--- src/rtl/cfgrr_pkg.sv ---
package cfgrr_pkg;
  typedef enum logic [2:0] {
    ST_IDLE,
    ST_BDF,
    ST_FLUSH,
    ST_RD,
    ST_WAIT,
    ST_GAP,
    ST_RSP
  } cfgrr_state_t;

  localparam int DATA_W = 32;
  localparam logic [DATA_W-1:0] ALL_ONES = '1;
endpackage

--- src/rtl/cfgrr_qualify.sv ---
module cfgrr_qualify
  import cfgrr_pkg::*;
#(
  parameter int OFF_W = 12,
  parameter int FN_W  = 8
) (
  input  logic [OFF_W-1:0]  offset,
  input  logic [FN_W-1:0]   devfn,
  input  logic [DATA_W-1:0] raw_data,
  input  logic              raw_err,
  output logic [DATA_W-1:0] eff_data,
  output logic              retry_hit
);
  localparam int DW_W = OFF_W - 2;

  logic id_dword;
  logic fn_zero;
  logic suspect;

  // an aborted read reads as all ones
  assign eff_data  = raw_err ? ALL_ONES : raw_data;
  assign id_dword  = (offset[OFF_W-1:2] == '0);
  assign fn_zero   = (devfn == '0);
  assign suspect   = (eff_data == '0) || (eff_data == ALL_ONES);
  assign retry_hit = id_dword && fn_zero && suspect;

  initial begin
    if (DW_W < 1) $error("offset width too small");
  end
endmodule

--- src/rtl/cfgrr_pacer.sv ---
module cfgrr_pacer #(
  parameter int MAX_RETRY = 1000,
  parameter int GAP_TICKS = 1
) (
  input  logic clk,
  input  logic rst_n,
  input  logic clr,
  input  logic bump,
  input  logic tick_en,
  output logic exhausted,
  output logic gap_done
);
  localparam int CW = $clog2(MAX_RETRY + 2);
  localparam int GW = $clog2(GAP_TICKS + 1);

  logic [CW-1:0] retries;
  logic [GW-1:0] gap;

  always_ff @(posedge clk or negedge rst_n) begin
    if (!rst_n)    retries <= '0;
    else if (clr)  retries <= '0;
    else if (bump) retries <= retries + 1'b1;
  end

  always_ff @(posedge clk or negedge rst_n) begin
    if (!rst_n)          gap <= '0;
    else if (clr || bump) gap <= '0;
    else if (tick_en)     gap <= gap_done ? '0 : gap + 1'b1;
  end

  assign exhausted = (retries == CW'(MAX_RETRY));
  assign gap_done  = tick_en && (gap == GW'(GAP_TICKS - 1));

  a_r3_retry_bound: assert property (@(posedge clk) disable iff (!rst_n)
    retries <= CW'(MAX_RETRY));
  a_r3_no_bump_when_spent: assert property (@(posedge clk) disable iff (!rst_n)
    exhausted |-> !bump);
  a_r8_clear_on_start: assert property (@(posedge clk) disable iff (!rst_n)
    clr |=> (retries == '0) && (gap == '0));
  a_r2_gap_bound: assert property (@(posedge clk) disable iff (!rst_n)
    gap < GW'(GAP_TICKS));
endmodule

--- src/rtl/cfgrr_seq.sv ---
module cfgrr_seq
  import cfgrr_pkg::*;
#(
  parameter int OFF_W = 12,
  parameter int FN_W  = 8,
  parameter int BUS_W = 8
) (
  input  logic               clk,
  input  logic               rst_n,
  input  logic               ms_tick,
  input  logic               req_valid,
  output logic               req_ready,
  input  logic [BUS_W-1:0]   req_bus,
  input  logic [FN_W-1:0]    req_devfn,
  input  logic [OFF_W-1:0]   req_offset,
  output logic               bdf_valid,
  input  logic               bdf_ready,
  output logic [BUS_W+FN_W-1:0] bdf_value,
  output logic               flush_valid,
  input  logic               flush_ready,
  output logic               rd_valid,
  input  logic               rd_ready,
  output logic [OFF_W-3:0]   rd_dwaddr,
  input  logic               cpl_valid,
  output logic               rsp_valid,
  input  logic               rsp_ready,
  output logic [DATA_W-1:0]  rsp_data,
  output logic               rsp_not_found,
  output logic               done,
  output logic [FN_W-1:0]    cur_devfn,
  output logic [OFF_W-1:0]   cur_offset,
  input  logic [DATA_W-1:0]  eff_data,
  input  logic               retry_hit,
  input  logic               exhausted,
  input  logic               gap_done,
  output logic               clr,
  output logic               bump,
  output logic               tick_en,
  input  logic               cpl_err
);
  cfgrr_state_t state, nxt;
  logic [BUS_W-1:0] cur_bus;
  logic             take_cpl;

  assign req_ready   = (state == ST_IDLE);
  assign bdf_valid   = (state == ST_BDF);
  assign flush_valid = (state == ST_FLUSH);
  assign rd_valid    = (state == ST_RD);
  assign rsp_valid   = (state == ST_RSP);
  assign done        = rsp_valid && rsp_ready;
  assign bdf_value   = {cur_bus, cur_devfn};
  assign rd_dwaddr   = cur_offset[OFF_W-1:2];

  assign take_cpl = (state == ST_WAIT) && cpl_valid;
  assign clr      = req_valid && req_ready;
  assign bump     = take_cpl && retry_hit && !exhausted;
  assign tick_en  = (state == ST_GAP) && ms_tick;

  always_comb begin
    nxt = state;
    unique case (state)
      ST_IDLE:  if (req_valid)   nxt = ST_BDF;
      ST_BDF:   if (bdf_ready)   nxt = ST_FLUSH;
      ST_FLUSH: if (flush_ready) nxt = ST_RD;
      ST_RD:    if (rd_ready)    nxt = ST_WAIT;
      ST_WAIT:  if (cpl_valid)   nxt = (retry_hit && !exhausted) ? ST_GAP : ST_RSP;
      ST_GAP:   if (gap_done)    nxt = ST_BDF;
      ST_RSP:   if (rsp_ready)   nxt = ST_IDLE;
      default:                   nxt = ST_IDLE;
    endcase
  end

  always_ff @(posedge clk or negedge rst_n) begin
    if (!rst_n) state <= ST_IDLE;
    else        state <= nxt;
  end

  always_ff @(posedge clk or negedge rst_n) begin
    if (!rst_n) begin
      cur_bus    <= '0;
      cur_devfn  <= '0;
      cur_offset <= '0;
    end else if (clr) begin
      cur_bus    <= req_bus;
      cur_devfn  <= req_devfn;
      cur_offset <= req_offset;
    end
  end

  always_ff @(posedge clk or negedge rst_n) begin
    if (!rst_n) begin
      rsp_data      <= '0;
      rsp_not_found <= 1'b0;
    end else if (take_cpl && !bump) begin
      rsp_data      <= retry_hit ? ALL_ONES : eff_data;
      rsp_not_found <= retry_hit;   // only reached when the budget is spent
    end
  end

  a_r9_rsp_hold: assert property (@(posedge clk) disable iff (!rst_n)
    rsp_valid && !rsp_ready |=> rsp_valid && $stable(rsp_data) && $stable(rsp_not_found));
  a_r9_bdf_hold: assert property (@(posedge clk) disable iff (!rst_n)
    bdf_valid && !bdf_ready |=> bdf_valid && $stable(bdf_value));
  a_r5_flush_follows_bdf: assert property (@(posedge clk) disable iff (!rst_n)
    bdf_valid && bdf_ready |=> flush_valid);
  a_r5_read_follows_flush: assert property (@(posedge clk) disable iff (!rst_n)
    flush_valid && flush_ready |=> rd_valid);
  a_r3_absent_is_ones: assert property (@(posedge clk) disable iff (!rst_n)
    rsp_valid && rsp_not_found |-> rsp_data == ALL_ONES);
  a_r4_abort_gives_ones: assert property (@(posedge clk) disable iff (!rst_n)
    take_cpl && cpl_err |=> !rsp_valid || rsp_data == ALL_ONES);
  a_r7_ready_only_idle: assert property (@(posedge clk) disable iff (!rst_n)
    req_ready |-> !bdf_valid && !flush_valid && !rd_valid && !rsp_valid);
  a_r7_done_single: assert property (@(posedge clk) disable iff (!rst_n)
    done |=> !done);
endmodule

--- src/rtl/cfg_probe_retry.sv ---
module cfg_probe_retry
  import cfgrr_pkg::*;
#(
  parameter int MAX_RETRY = 1000,
  parameter int GAP_TICKS = 1,
  parameter int BUS_W     = 8,
  parameter int FN_W      = 8,
  parameter int OFF_W     = 12
) (
  input  logic                  clk,
  input  logic                  rst_n,
  input  logic                  ms_tick,
  input  logic                  req_valid,
  output logic                  req_ready,
  input  logic [BUS_W-1:0]      req_bus,
  input  logic [FN_W-1:0]       req_devfn,
  input  logic [OFF_W-1:0]      req_offset,
  output logic                  bdf_valid,
  input  logic                  bdf_ready,
  output logic [BUS_W+FN_W-1:0] bdf_value,
  output logic                  flush_valid,
  input  logic                  flush_ready,
  output logic                  rd_valid,
  input  logic                  rd_ready,
  output logic [OFF_W-3:0]      rd_dwaddr,
  input  logic                  cpl_valid,
  input  logic [31:0]           cpl_data,
  input  logic                  cpl_err,
  output logic                  rsp_valid,
  input  logic                  rsp_ready,
  output logic [31:0]           rsp_data,
  output logic                  rsp_not_found,
  output logic                  done
);
  logic [FN_W-1:0]   cur_devfn;
  logic [OFF_W-1:0]  cur_offset;
  logic [DATA_W-1:0] eff_data;
  logic retry_hit, exhausted, gap_done, clr, bump, tick_en;

  cfgrr_qualify #(.OFF_W(OFF_W), .FN_W(FN_W)) u_qual (
    .offset(cur_offset), .devfn(cur_devfn), .raw_data(cpl_data), .raw_err(cpl_err),
    .eff_data(eff_data), .retry_hit(retry_hit)
  );

  cfgrr_pacer #(.MAX_RETRY(MAX_RETRY), .GAP_TICKS(GAP_TICKS)) u_pace (
    .clk(clk), .rst_n(rst_n), .clr(clr), .bump(bump), .tick_en(tick_en),
    .exhausted(exhausted), .gap_done(gap_done)
  );

  cfgrr_seq #(.OFF_W(OFF_W), .FN_W(FN_W), .BUS_W(BUS_W)) u_seq (
    .clk(clk), .rst_n(rst_n), .ms_tick(ms_tick),
    .req_valid(req_valid), .req_ready(req_ready),
    .req_bus(req_bus), .req_devfn(req_devfn), .req_offset(req_offset),
    .bdf_valid(bdf_valid), .bdf_ready(bdf_ready), .bdf_value(bdf_value),
    .flush_valid(flush_valid), .flush_ready(flush_ready),
    .rd_valid(rd_valid), .rd_ready(rd_ready), .rd_dwaddr(rd_dwaddr),
    .cpl_valid(cpl_valid),
    .rsp_valid(rsp_valid), .rsp_ready(rsp_ready), .rsp_data(rsp_data),
    .rsp_not_found(rsp_not_found), .done(done),
    .cur_devfn(cur_devfn), .cur_offset(cur_offset),
    .eff_data(eff_data), .retry_hit(retry_hit), .exhausted(exhausted),
    .gap_done(gap_done), .clr(clr), .bump(bump), .tick_en(tick_en),
    .cpl_err(cpl_err)
  );

  initial begin
    if (MAX_RETRY < 0 || GAP_TICKS < 1) $error("bad retry parameters");
  end
endmodule

--- config.mk ---
export PLATFORM = sky130hd
export DESIGN_NAME = cfg_probe_retry
export DESIGN_NICKNAME = d
export VERILOG_FILES = /design/src/rtl/cfgrr_pkg.sv /design/src/rtl/cfgrr_qualify.sv /design/src/rtl/cfgrr_pacer.sv /design/src/rtl/cfgrr_seq.sv /design/src/rtl/cfg_probe_retry.sv
export SDC_FILE = /design/constraint.sdc
export NUM_CORES = 1
export LEC_CHECK = 0
export BUFFER_PORTS_ARGS = -buffer_cell sky130_fd_sc_hd__clkbuf_2
export CAP_MARGIN = 20
export CORE_ASPECT_RATIO = 1.25
export CORE_MARGIN = 3
export CORE_UTILIZATION = 48
export CTS_CLUSTER_SIZE = 40
export DETAILED_ROUTE_END_ITERATION = 7
export GPL_ROUTABILITY_DRIVEN = 0
export PLACE_DENSITY = 0.79
export SYNTH_ARGS = -nofsm -noshare
export SYNTH_HDL_FRONTEND = slang
export SYNTH_SLANG_ARGS = --single-unit
export TNS_END_PERCENT = 20
--- constraint.sdc ---
create_clock -name clk -period 2.21 [get_ports clk]
set_input_delay 0.221 -clock clk [delete_from_list [all_inputs] [get_ports clk]]
set_output_delay 0.221 -clock clk [all_outputs]
set_load 0.02 [all_outputs]
==> results of run 1 <==
[power groups by stage]
stage               registers [mW]  logic, mW  clock network, mW
floorplan                     2.81      0.943                  0
global placement              2.25       2.35                  0
detailed placement            2.27       2.41                  0
CTS                           2.25       2.42               1.04
global route                  2.34       2.73               1.11
finish                        2.27       2.48               1.02
[synth_stat cells, types with 2 or more instances]
master    number  area share
and3_1         6       0.011
or3_1          2      0.0037
nand3_1        3      0.0045
nor3b_1        2      0.0045
nor3_1         3      0.0045
buf_2          3      0.0045
mux2i_1        4       0.012
buf_6          3       0.010
o21ai_0        3      0.0045
ha_1           2      0.0075
o21ai_1        3      0.0045
inv_1          6      0.0067
dfrtp_1       73        0.54
nor2_1        14       0.016
nor4_1        14       0.026
o31ai_1        2      0.0045
nand4_1       14       0.026
clkbuf_1      11       0.012
nor3_2         2      0.0060
nand2b_1       4      0.0075
a21oi_1        5      0.0075
and2_1         2      0.0037
nand2_1       91        0.10
o22a_1        33       0.086
[worst reg2reg max path, cell delays in order, from the launching register on]
cell and delay [ns]:
dfrtp_1 0.41, or4_4 0.56, nor4_4 0.24, nor3b_4 0.30, buf_6 0.15, buf_6 0.10
and3_4 0.17, o21ai_2 0.05
[metal layers]
metal / global-route usage / vias to the layer above / wire length (um)
met4: 0.108 / 0 / 248
met5: 0 / - / 0
met3: 0.0480 / 22 / 610
met2: 0.360 / 129 / 4070
li1: - / 1486 / -
met1: 0.266 / 1491 / 3390
[state kept, by name, summed over array words and instances (netlist names)]
register,flops
u_pace.retries,10
u_seq.state,3
u_seq.cur_bus,8
u_seq.rsp_not_found,1
u_seq.rsp_data,32
u_pace.gap,1
u_seq.cur_devfn,8
u_seq.cur_offset,10
[what timing repair did]
| item | 4_1_cts | 5_1_grt |
|---|---|---|
| hold buffers | 1 | 0 |
| resized for setup | 0 | 11 |
| endpoints found under the hold margin | 21 | 0 |
| buffers inserted | 0 | 7 |
| endpoints found under the setup margin | 0 | 40 |
[cells by family (layout without fill, tap and decap cells)]
family,count (synthesis),in the layout,share of synthesized area
compound gates,57,57,0.135
buf+inv,25,173,0.0369
simple gates,171,171,0.261
fa+ha+maj,2,2,0.00746
flops,73,73,0.544
mux,5,5,0.0153
[worst min path at each step]
stage | startpoint | end | slack, ns | depth (start not counted)
finish | req_offset[4] | u_seq.cur_offset[4] | 0.07 | 3
global route | req_offset[3] | u_seq.cur_offset[3] | 0.06 | 3
CTS | req_offset[5] | u_seq.cur_offset[5] | 0.05 | 3
detailed placement | rst_n | u_seq.cur_offset[2] | 0.24 | 1
global placement | rst_n | u_seq.cur_offset[2] | 0.23 | 1
floorplan | rst_n | u_pace.gap | -0.07 | 0
[per-stage QoR]
step                worst slack [ns]  total power [mW]  instances
finish                         0.127              5.78        568
global route                 -0.0443              6.18        568
floorplan                     0.0647              3.76        333
global placement               0.107              4.60        545
CTS                           0.0321              5.71        561
detailed placement            0.0379              4.68        545
[layout make-up]
class / instances / area share
Multi-Input combinational cell: 235 / 0.327
Clock buffer: 11 / 0.0317
Sequential cell: 73 / 0.409
Timing Repair Buffer: 151 / 0.190
Clock inverter: 4 / 0.0120
Tap cell: 87 / 0.0244
Inverter: 7 / 0.00588
==> summary.md, run 1 <==
| Metric | Value |
|---|---|
| Layout Utilization | 0.668 |
| Net Sw Power | between 2 and 2.5 mW |
| CTS Root Cell | clkbuf_8 |
| Reg2reg path depth | 7 |
| Final #Nets | 549 |
| CP Buf/Inv Count | 2 |
| Max-Cap Viols | 0 |
| Vias | about 3100 |
| CTS clk-pin slew, worst paths | around 0.080 ns |
| Tot GR Track Use | 0.217 |
| Pwr/cell area | ~1300 nW/um^2 |
| Post-route cell area | approximately 4500 um^2 |
| Worst-path cell with the longest stage delay | or4_4 |
| Sw frac | 0.418 |
| Yosys warns | 0 |
| RSZ-0062 raised after global routing | true |
| Ant diodes | 0 |
| Endpoints failing setup | 0 |
| Critical path endpoint | u_pace.retries[3] |
| Initial antenna violation count | 0 |
| HP Class | in2reg |
| Largest net degree at the start of global routing | 36 |
| Vias in the first global route | between 3000 and 4000 |
| Reg2Reg Setup Slack | around 0.13 ns |
| Gate Count Post-Synth | about 330 |
| Placement Cell Area | approximately 4100 um^2 |
| Count of final hold-check violations | 0 |
| Die X | ~81 um |
| Final wirelength | between 8 and 9 mm |
| Core Rows | 33 |
| Core Footprint | ~6700 um^2 |
| Actual slew at the worst max-slew pin | about 0.55 ns |
| Reg power frac | 0.393 |
| Combinational Power Share | 0.430 |
| Num CTS Buffers | 9 |
| Clock H-tree levels | 3 |
| Top_reg_cell synth | dfrtp_1 |
| First-pass GRT wire length | roughly 14 mm |
| Residual DRC | 0 |
| Ys async rst share | 1.00 |
| Area of the multi-input gates | 1460 um^2 |
| Most numerous cell on the critical path | buf_6 |
| Pre-Repair DR Iteration Count | 4 |
| Minimum clock period after layout | between 2 and 2.5 ns |
| Critical Path, Cell by Cell | or4_4 > nor4_4 > nor3b_4 > buf_6 > buf_6 > and3_4 > o21ai_2 |
| Cell Area, Synth | 3360 um^2 |
| Clk_lat worst skew | roughly 0.34 ns |
| Power share of the clock group | 0.177 |
| Synth Net Count | 405 |
| Critical path endpoint category | flip-flop |
| CTS tree | built |
| Crit Reg-Reg Startpoint | u_seq.cur_offset[10] |
| Post-route setup TNS | 0 ns |
| CTS max path bufs | 2 |
| Worst vdd ir | 0.900 mV |
| Register area share after synthesis | 0.544 |
| Top delay family on crit path | simple AND/OR/NAND/NOR gates |
| Area Growth Syn to Fin | 33.1% |
| Internal power | ~3.4 mW |
| Max FO, Critical Path | 4 |
| Final Max Slew Viols | 0 |
| IO Pins | 135 |
| EDFF count, synth | 0 |
| FMAX | between 400 and 500 MHz |
| Starting Density | 0.502 |
| Instance count on the critical path | 7 |
| Status | finished clean |
| CP Class | reg2reg |
| Startpoint types | flip-flop |
| Port Buf Inserts | 132 |
| Fillers | 550 |
| Setup Skew | 0.0121 ns |
| Fin crit share | 0.943 |
| Reg area | 1830 um^2 |
| RR Endpoint | u_pace.retries[3] |
| Min Hold Slack | ~0.068 ns |
| Die area | 8040 um^2 |
| Most frequent cells in the layout | clkbuf_2, nand2_1, dfrtp_1, o22a_1 |
| Vias per Instance | approximately 5.5 |
| CP arrival | between 2 and 2.5 ns |
| Worst setup path start | u_seq.cur_offset[10] |
| Slew headroom | 0.631 |
| Chip Height | 99.5 um |
| CP max stage delay | roughly 0.56 ns |
| Initial DRC Count | between 150 and 200 |
| Wire per inst | 14.6 um |
| CTS sink cnt | 73 |
| DP Wirelength | approximately 6 mm |
| Commonest non-fill, non-tap cell in the layout | clkbuf_2 |
| Synth cell types | 52 |
| CP required | between 2 and 2.5 ns |
| Mean post-synth cell area | between 10 and 15 um^2 |
| #FFs+latches synth | 73 |
| Post-DRT Antenna Nets | 0 |
| Pleak | about 2.2 nW |
| Total congestion overflow | 0 |
| Layout cells sized above 1 | 0.383 |
No activity file was read; power rests on OpenSTA's default activity.
==> inputs of run 2 (changes only) <==
--- a/config.mk
+++ b/config.mk
@@ -5,15 +5,15 @@
 export SDC_FILE = /design/constraint.sdc
 export NUM_CORES = 1
 export LEC_CHECK = 0
-export BUFFER_PORTS_ARGS = -buffer_cell sky130_fd_sc_hd__clkbuf_2
 export CAP_MARGIN = 20
 export CORE_ASPECT_RATIO = 1.25
 export CORE_MARGIN = 3
-export CORE_UTILIZATION = 48
+export CORE_UTILIZATION = 60
 export CTS_CLUSTER_SIZE = 40
 export DETAILED_ROUTE_END_ITERATION = 7
+export DONT_BUFFER_PORTS = 1
 export GPL_ROUTABILITY_DRIVEN = 0
-export PLACE_DENSITY = 0.79
+export PLACE_DENSITY = 0.76
 export SYNTH_ARGS = -nofsm -noshare
 export SYNTH_HDL_FRONTEND = slang
 export SYNTH_SLANG_ARGS = --single-unit
==> run 2 against run 1 <==
Power down 5.7%; critical endpoint is now u_pace.retries[1]; clock power up 7%; wire length down 3.6%; register-to-register slack worse by 0.05 ns.
==> summary.md, run 2 (same netlist as run 1, synthesis figures left out) <==
| Metric | Value |
|---|---|
| Reg area | about 1800 um^2 |
| Most frequent cells in the layout | nand2_1, dfrtp_1, o22a_1, dlygate4sd3_1, buf_4 |
| Actual slew at the worst max-slew pin | 0.623 ns |
| Tot GR Track Use | 0.261 |
| Vias in the first global route | between 2000 and 3000 |
| Crit Reg-Reg Startpoint | u_seq.cur_offset[10] |
| Port Buf Inserts | 0 |
| Die area | 6530 um^2 |
| Fin cells | ~450 |
| CTS sink cnt | 73 |
| FMAX | about 470 MHz |
| Die X | 72.9 um |
| Wire per inst | approximately 18 um |
| Post-cts sizing count | 0 |
| CTS clk-pin slew, worst paths | 0.08 ns |
| Hold Path Cell Cnt | 1 |
| Ant diodes | 0 |
| CP arrival | between 2 and 2.5 ns |
| Chip Height | 89.6 um |
| Commonest non-fill, non-tap cell in the layout | nand2_1 |
| Worst vdd ir | 0.915 mV |
| Fillers | 352 |
| CTS max path bufs | 2 |
| Core Footprint | 5230 um^2 |
| Slew headroom | 0.582 |
| Reg2Reg Setup Slack | about 0.075 ns |
| Placed Cells incl. Taps | approximately 400 |
| CTS Root Cell | clkbuf_8 |
| Area Growth Syn to Fin | 21.3% |
| RR Endpoint | u_pace.retries[1] |
| Startpoint types | flip-flop |
| CP Class | reg2reg |
| CP required | between 2 and 2.5 ns |
| Post-DRT Antenna Nets | 0 |
| Fin crit share | 0.966 |
| IO Pins | 135 |
| Layout cells sized above 1 | 0.143 |
| DP Wirelength | 5.31 mm |
| Pwr/cell area | 1340 nW/um^2 |
| Min-Delay Startpoint | cpl_data[17] |
| Num CTS Buffers | 9 |
| Hold Buf Count CTS | 28 |
| First-pass GRT wire length | roughly 13 mm |
| Registers with the most flip-flops | u_seq.rsp_data: 32 flops, u_pace.retries: 10 flops, u_seq.cur_offset: 10 flops |
| Pleak | between 1.5 and 2 nW |
| Status | finished clean |
| HP Class | in2reg |
| Max FFs per register | 32 |
| Total congestion overflow | 0 |
| # Post-CTS Setup Buffers | 0 |
| Reg2reg path depth | 5 |
| Final #Nets | between 400 and 500 |
| Clk_lat worst skew | 0.35 ns |
| Starting Density | 0.642 |
| Max-Cap Viols | 0 |
| Setup Skew | approximately 0.014 ns |
| Post-route setup TNS | 0 ns |
| Count of final hold-check violations | 0 |
| Final wirelength | 8.02 mm |
| Clock H-tree levels | 3 |
| Most flops, register | u_seq.rsp_data |
| Initial DRC Count | between 200 and 250 |
| Minimum clock period after layout | roughly 2.1 ns |
| CTS tree | built |
| Max FO, Critical Path | 5 |
| WHS Endpoint | u_seq.rsp_data[17] |
| Pre-Repair DR Iteration Count | 4 |
| Vias | between 2000 and 3000 |
| Initial antenna violation count | 0 |
| Vias per Instance | 6.11 |
| Final Max Slew Viols | 0 |
| Largest net degree at the start of global routing | 74 |
| Critical path endpoint category | flip-flop |
| Endpoints failing setup | 0 |
| Core Rows | 29 |
| Residual DRC | 0 |
| Area of the multi-input gates | between 1000 and 1500 um^2 |
| RSZ-0062 raised after global routing | false |
## run 2: changes by cell type in the layout (fill, tap and decap cells not counted), sizes merged
cell and delta:
buf +8, dlygate4sd3 +26, clkbuf -130
## run 2: where the power goes
group	switching (mW)	internal (mW)	total, mW
Sequential	0.871	1.86	2.73
Combinational	0.929	0.697	1.63
Clock	0.479	0.611	1.09
Total	2.28	3.17	5.45
## run 2: layer usage
layer / global-route usage / routed length, um
met4: 0.122 / 169
met3: 0.0668 / 665
met1: 0.299 / 2980
met2: 0.457 / 4200
met5: 0 / 0
## run 2: through the flow
| stage | cell area, um^2 | total power, mW | utilization | hold WS [ns] | setup WS, ns |
|---|---|---|---|---|---|
| CTS | 4070 | 5.46 | 0.779 | 0.00858 | 0.0723 |
| global placement | 3560 | 4.22 | 0.681 | -0.0730 | 0.121 |
| detailed placement | 3560 | 4.29 | 0.681 | -0.0731 | 0.0730 |
| floorplan | 3360 | 3.76 | - | -0.0746 | 0.0647 |
| global route | 4070 | 5.79 | 0.779 | 0.00205 | 0.0210 |
| finish | 4070 | 5.45 | 0.779 | 0.00994 | 0.0751 |
## run 2: cell type report
cell class / instances / share of cell area
sequential: 73 / 0.449
timing repair buffer: 54 / 0.127
clock buffer: 12 / 0.0406
inverter: 7 / 0.00646
clock inverter: 4 / 0.0123
tap: 62 / 0.0191
multi-input combinational: 235 / 0.345
## run 2: worst max path at each step
stage                    startpoint           endpoint  cells after the start
2_1_floorplan  u_seq.cur_offset[10]  u_pace.retries[1]                      5
3_3_place_gp   u_seq.cur_offset[10]  u_pace.retries[1]                      5
3_5_place_dp   u_seq.cur_offset[10]  u_pace.retries[1]                      5
4_1_cts        u_seq.cur_offset[10]  u_pace.retries[1]                      5
5_1_grt        u_seq.cur_offset[10]  u_pace.retries[1]                      5
6_report       u_seq.cur_offset[10]  u_pace.retries[1]                      5
## run 2: critical path: stages, from the launching register on
cell	delay, ns
dfrtp_1	0.38
or4_4	0.54
nor4_4	0.32
o21ai_2	0.16
nor3_2	0.27
mux2_2	0.36
==> inputs of run 3 (changes only) <==
--- a/config.mk
+++ b/config.mk
@@ -5,6 +5,7 @@
 export SDC_FILE = /design/constraint.sdc
 export NUM_CORES = 1
 export LEC_CHECK = 0
+export ABC_AREA = 1
 export CAP_MARGIN = 20
 export CORE_ASPECT_RATIO = 1.25
 export CORE_MARGIN = 3
==> run 3 against run 2 <==
Synthesized cell count grew 53%; synthesized area grew 17%; die area grew 16%; clock-buffer cell count shrank 2; worst hold slack gained 0.083 ns; non-clock buffer count shrank 13; via count grew 24%; worst setup slack gained 0.10 ns; register-to-register slack gained 0.10 ns; critical path depth grew 3; combinational power shrank 5%; critical endpoint is now u_pace.retries[5]; largest cell class unchanged.
==> summary.md, run 3 <==
| Metric | Value |
|---|---|
| Status | finished clean |
| IO Pins | between 100 and 150 |
| Die area | 7560 um^2 |
| Ranking of synthesized cells by area | dfrtp_1, nand2_1, nor2_1 |
| Pre-Repair DR Iteration Count | 4 |
| RSZ-0062 raised after global routing | false |
| First-pass GRT wire length | ~14 mm |
| Fillers | about 490 |
| Top_reg_cell synth | dfrtp_1 |
| Most frequent cells in the layout | nand2_1, dfrtp_1, nor2_1, inv_1, dlygate4sd3_1 |
| Setup Skew | about 0.013 ns |
| Slew headroom | 0.633 |
| Total congestion overflow | 0 |
| Startpoint types | flip-flop |
| Max-Cap Viols | 0 |
| CTS clk-pin slew, worst paths | about 0.08 ns |
| DP Wirelength | 6.27 mm |
| CP required | between 2 and 2.5 ns |
| Chip Height | 96.5 um |
| Most flops, register | u_seq.rsp_data |
| Final #Nets | between 600 and 700 |
| Synth cell types | 29 |
| Core Rows | 32 |
| Post-Place Worst Slack | 0.199 ns |
| Gate Count Post-Synth | 510 |
| Core Footprint | between 6000 and 7000 um^2 |
| Count of final hold-check violations | 0 |
| Synth Net Count | just under 600 |
| Final wirelength | about 8.8 mm |
| Endpoints failing setup | 0 |
| Largest net degree at the start of global routing | between 70 and 80 |
| Mean post-synth cell area | 7.70 um^2 |
| Pleak | around 2.3 nW |
| Final Max Slew Viols | 0 |
| Vias in the first global route | approximately 3300 |
| Register area share after synthesis | 0.465 |
| Post-route setup TNS | 0 ns |
| Pwr/cell area | 1280 nW/um^2 |
| Residual DRC | 0 |
| Actual slew at the worst max-slew pin | roughly 0.55 ns |
| Num CTS Buffers | 9 |
| Ys async rst share | 1.00 |
| EDFF count, synth | 0 |
| FMAX | between 400 and 500 MHz |
| Die X | 78.4 um |
| Port Buf Inserts | 0 |
| Clk_lat worst skew | 0.34 ns |
| Vias | between 3000 and 4000 |
| CTS Root Cell | clkbuf_8 |
| CTS sink cnt | 73 |
| CP arrival | roughly 2.3 ns |
| Minimum clock period after layout | 2.03 ns |
| Registers with the most flip-flops | u_seq.rsp_data: 32 flops, u_pace.retries: 10 flops, u_seq.cur_offset: 10 flops |
| Starting Density | 0.629 |
| Area Growth Syn to Fin | 14.6% |
| # Post-CTS Setup Buffers | 0 |
| Commonest non-fill, non-tap cell in the layout | nand2_1 |
| #FFs+latches synth | 73 |
| Max FO, Critical Path | 12 |
| Ant diodes | 0 |
| Vias per Instance | between 5 and 6 |
| Fin crit share | 0.920 |
| CTS max path bufs | 2 |
| CP Class | reg2reg |
| Min Hold Slack | slightly above 0.09 ns |
| HP Class | in2reg |
| Cell Area, Synth | a little under 4000 um^2 |
| Hold Buf Count CTS | 28 |
| Synth cell count leaders | nand2_1, dfrtp_1, nor2_1 |
| Largest area contributor in the netlist | dfrtp_1 |
| Setup slack after layout | between 0.15 and 0.2 ns |
| Most common cell in the netlist | nand2_1 |
| Yosys warns | 0 |
| Post-DRT Antenna Nets | 0 |
| Critical path endpoint category | flip-flop |
| CTS tree | built |
| Layout cells sized above 1 | 0.154 |
| Tot GR Track Use | 0.242 |
| Max FFs per register | 32 |
| Clock H-tree levels | 3 |
| Initial DRC Count | between 100 and 150 |
| Worst vdd ir | between 0.7 and 0.8 mV |
| Wire per inst | about 14 um |
| Post-cts sizing count | 0 |
| Initial antenna violation count | 0 |
| Power Total | 5.77 mW |
| Top-area cell type share of the netlist area | 0.465 |
-- run 3: changes by cell type in the layout (fill, tap and decap cells not counted), moves of 7 or more --
cell | previous run | this run
nand4_1 | 14 | 5
o22a_1 | 33 | 0
buf_4 | 24 | 13
o21ai_2 | 1 | 19
inv_1 | 6 | 31
nand3_1 | 3 | 17
nor2_1 | 14 | 71
nor4_1 | 14 | 5
nand2_1 | 91 | 188
or2_2 | 1 | 19
a21oi_1 | 5 | 12
-- run 3: worst paths after layout --
path | startpoint | slack, ns | endpoint | cells after the start
max | u_seq.cur_offset[11] | 0.18 | u_pace.retries[5] | 8
min | cpl_data[3] | 0.09 | u_seq.rsp_data[3] | 4
max reg2reg | u_seq.cur_offset[11] | 0.18 | u_pace.retries[5] | 8
min reg2reg | u_pace.gap | 0.53 | u_pace.gap | 2
max in group asynchronous | rst_n | 1.49 | u_pace.retries[9] | 2
min in group asynchronous | rst_n | 0.40 | u_seq.rsp_data[16] | 2
-- run 3: area by class of cell --
cell class,count,area (um^2),area share
timing repair buffer,41,395,0.0878
inverter,34,130,0.0289
clock buffer,10,128,0.0283
tap,85,106,0.0236
sequential,73,1830,0.406
multi-input combinational,383,1830,0.406
clock inverter,6,91.3,0.0203
-- run 3: cell families after synthesis --
family                     synth area share
and+or+nand+nor                       0.364
DFF                                   0.465
buffers and inverters                0.0707
AOI/OAI and AO/OA                    0.0758
xor gates and xnor gates             0.0178
adders and majority gates           0.00637
-- run 3: power by group --
part	total [mW]	internal [mW]	leakage [nW]	switching (mW)
combinational	1.55	0.618	1.29	0.927
sequential	3.09	1.93	0.907	1.15
clock	1.13	0.642	0.111	0.493
total	5.77	3.19	2.31	2.57
-- run 3: routing by layer --
| metal | wire length [um] | vias up | global-route usage |
|---|---|---|---|
| met5 | 0 | - | 0 |
| met4 | 112 | 0 | 0.106 |
| met3 | 685 | 10 | 0.0612 |
| met2 | 4830 | 123 | 0.462 |
| met1 | 3200 | 1576 | 0.249 |
| li1 | - | 1664 | - |
-- run 3: worst max-delay path, cell delays in order, from the launching register on --
cell	delay (ns)
dfrtp_1	0.47
nor4_1	0.36
nand2_1	0.15
nor2_2	0.22
buf_4	0.18
nand4_4	0.19
nand2_4	0.21
nand2_1	0.07
o21ai_0	0.08
-- run 3: metrics by stage --
| step | instances | area, um^2 | util |
|---|---|---|---|
| 2_1_floorplan | 510 | 3930 | - |
| 3_3_place_gp | 588 | 3990 | 0.638 |
| 3_5_place_dp | 588 | 3990 | 0.638 |
| 4_1_cts | 632 | 4500 | 0.721 |
| 5_1_grt | 632 | 4500 | 0.721 |
| 6_report | 632 | 4500 | 0.721 |
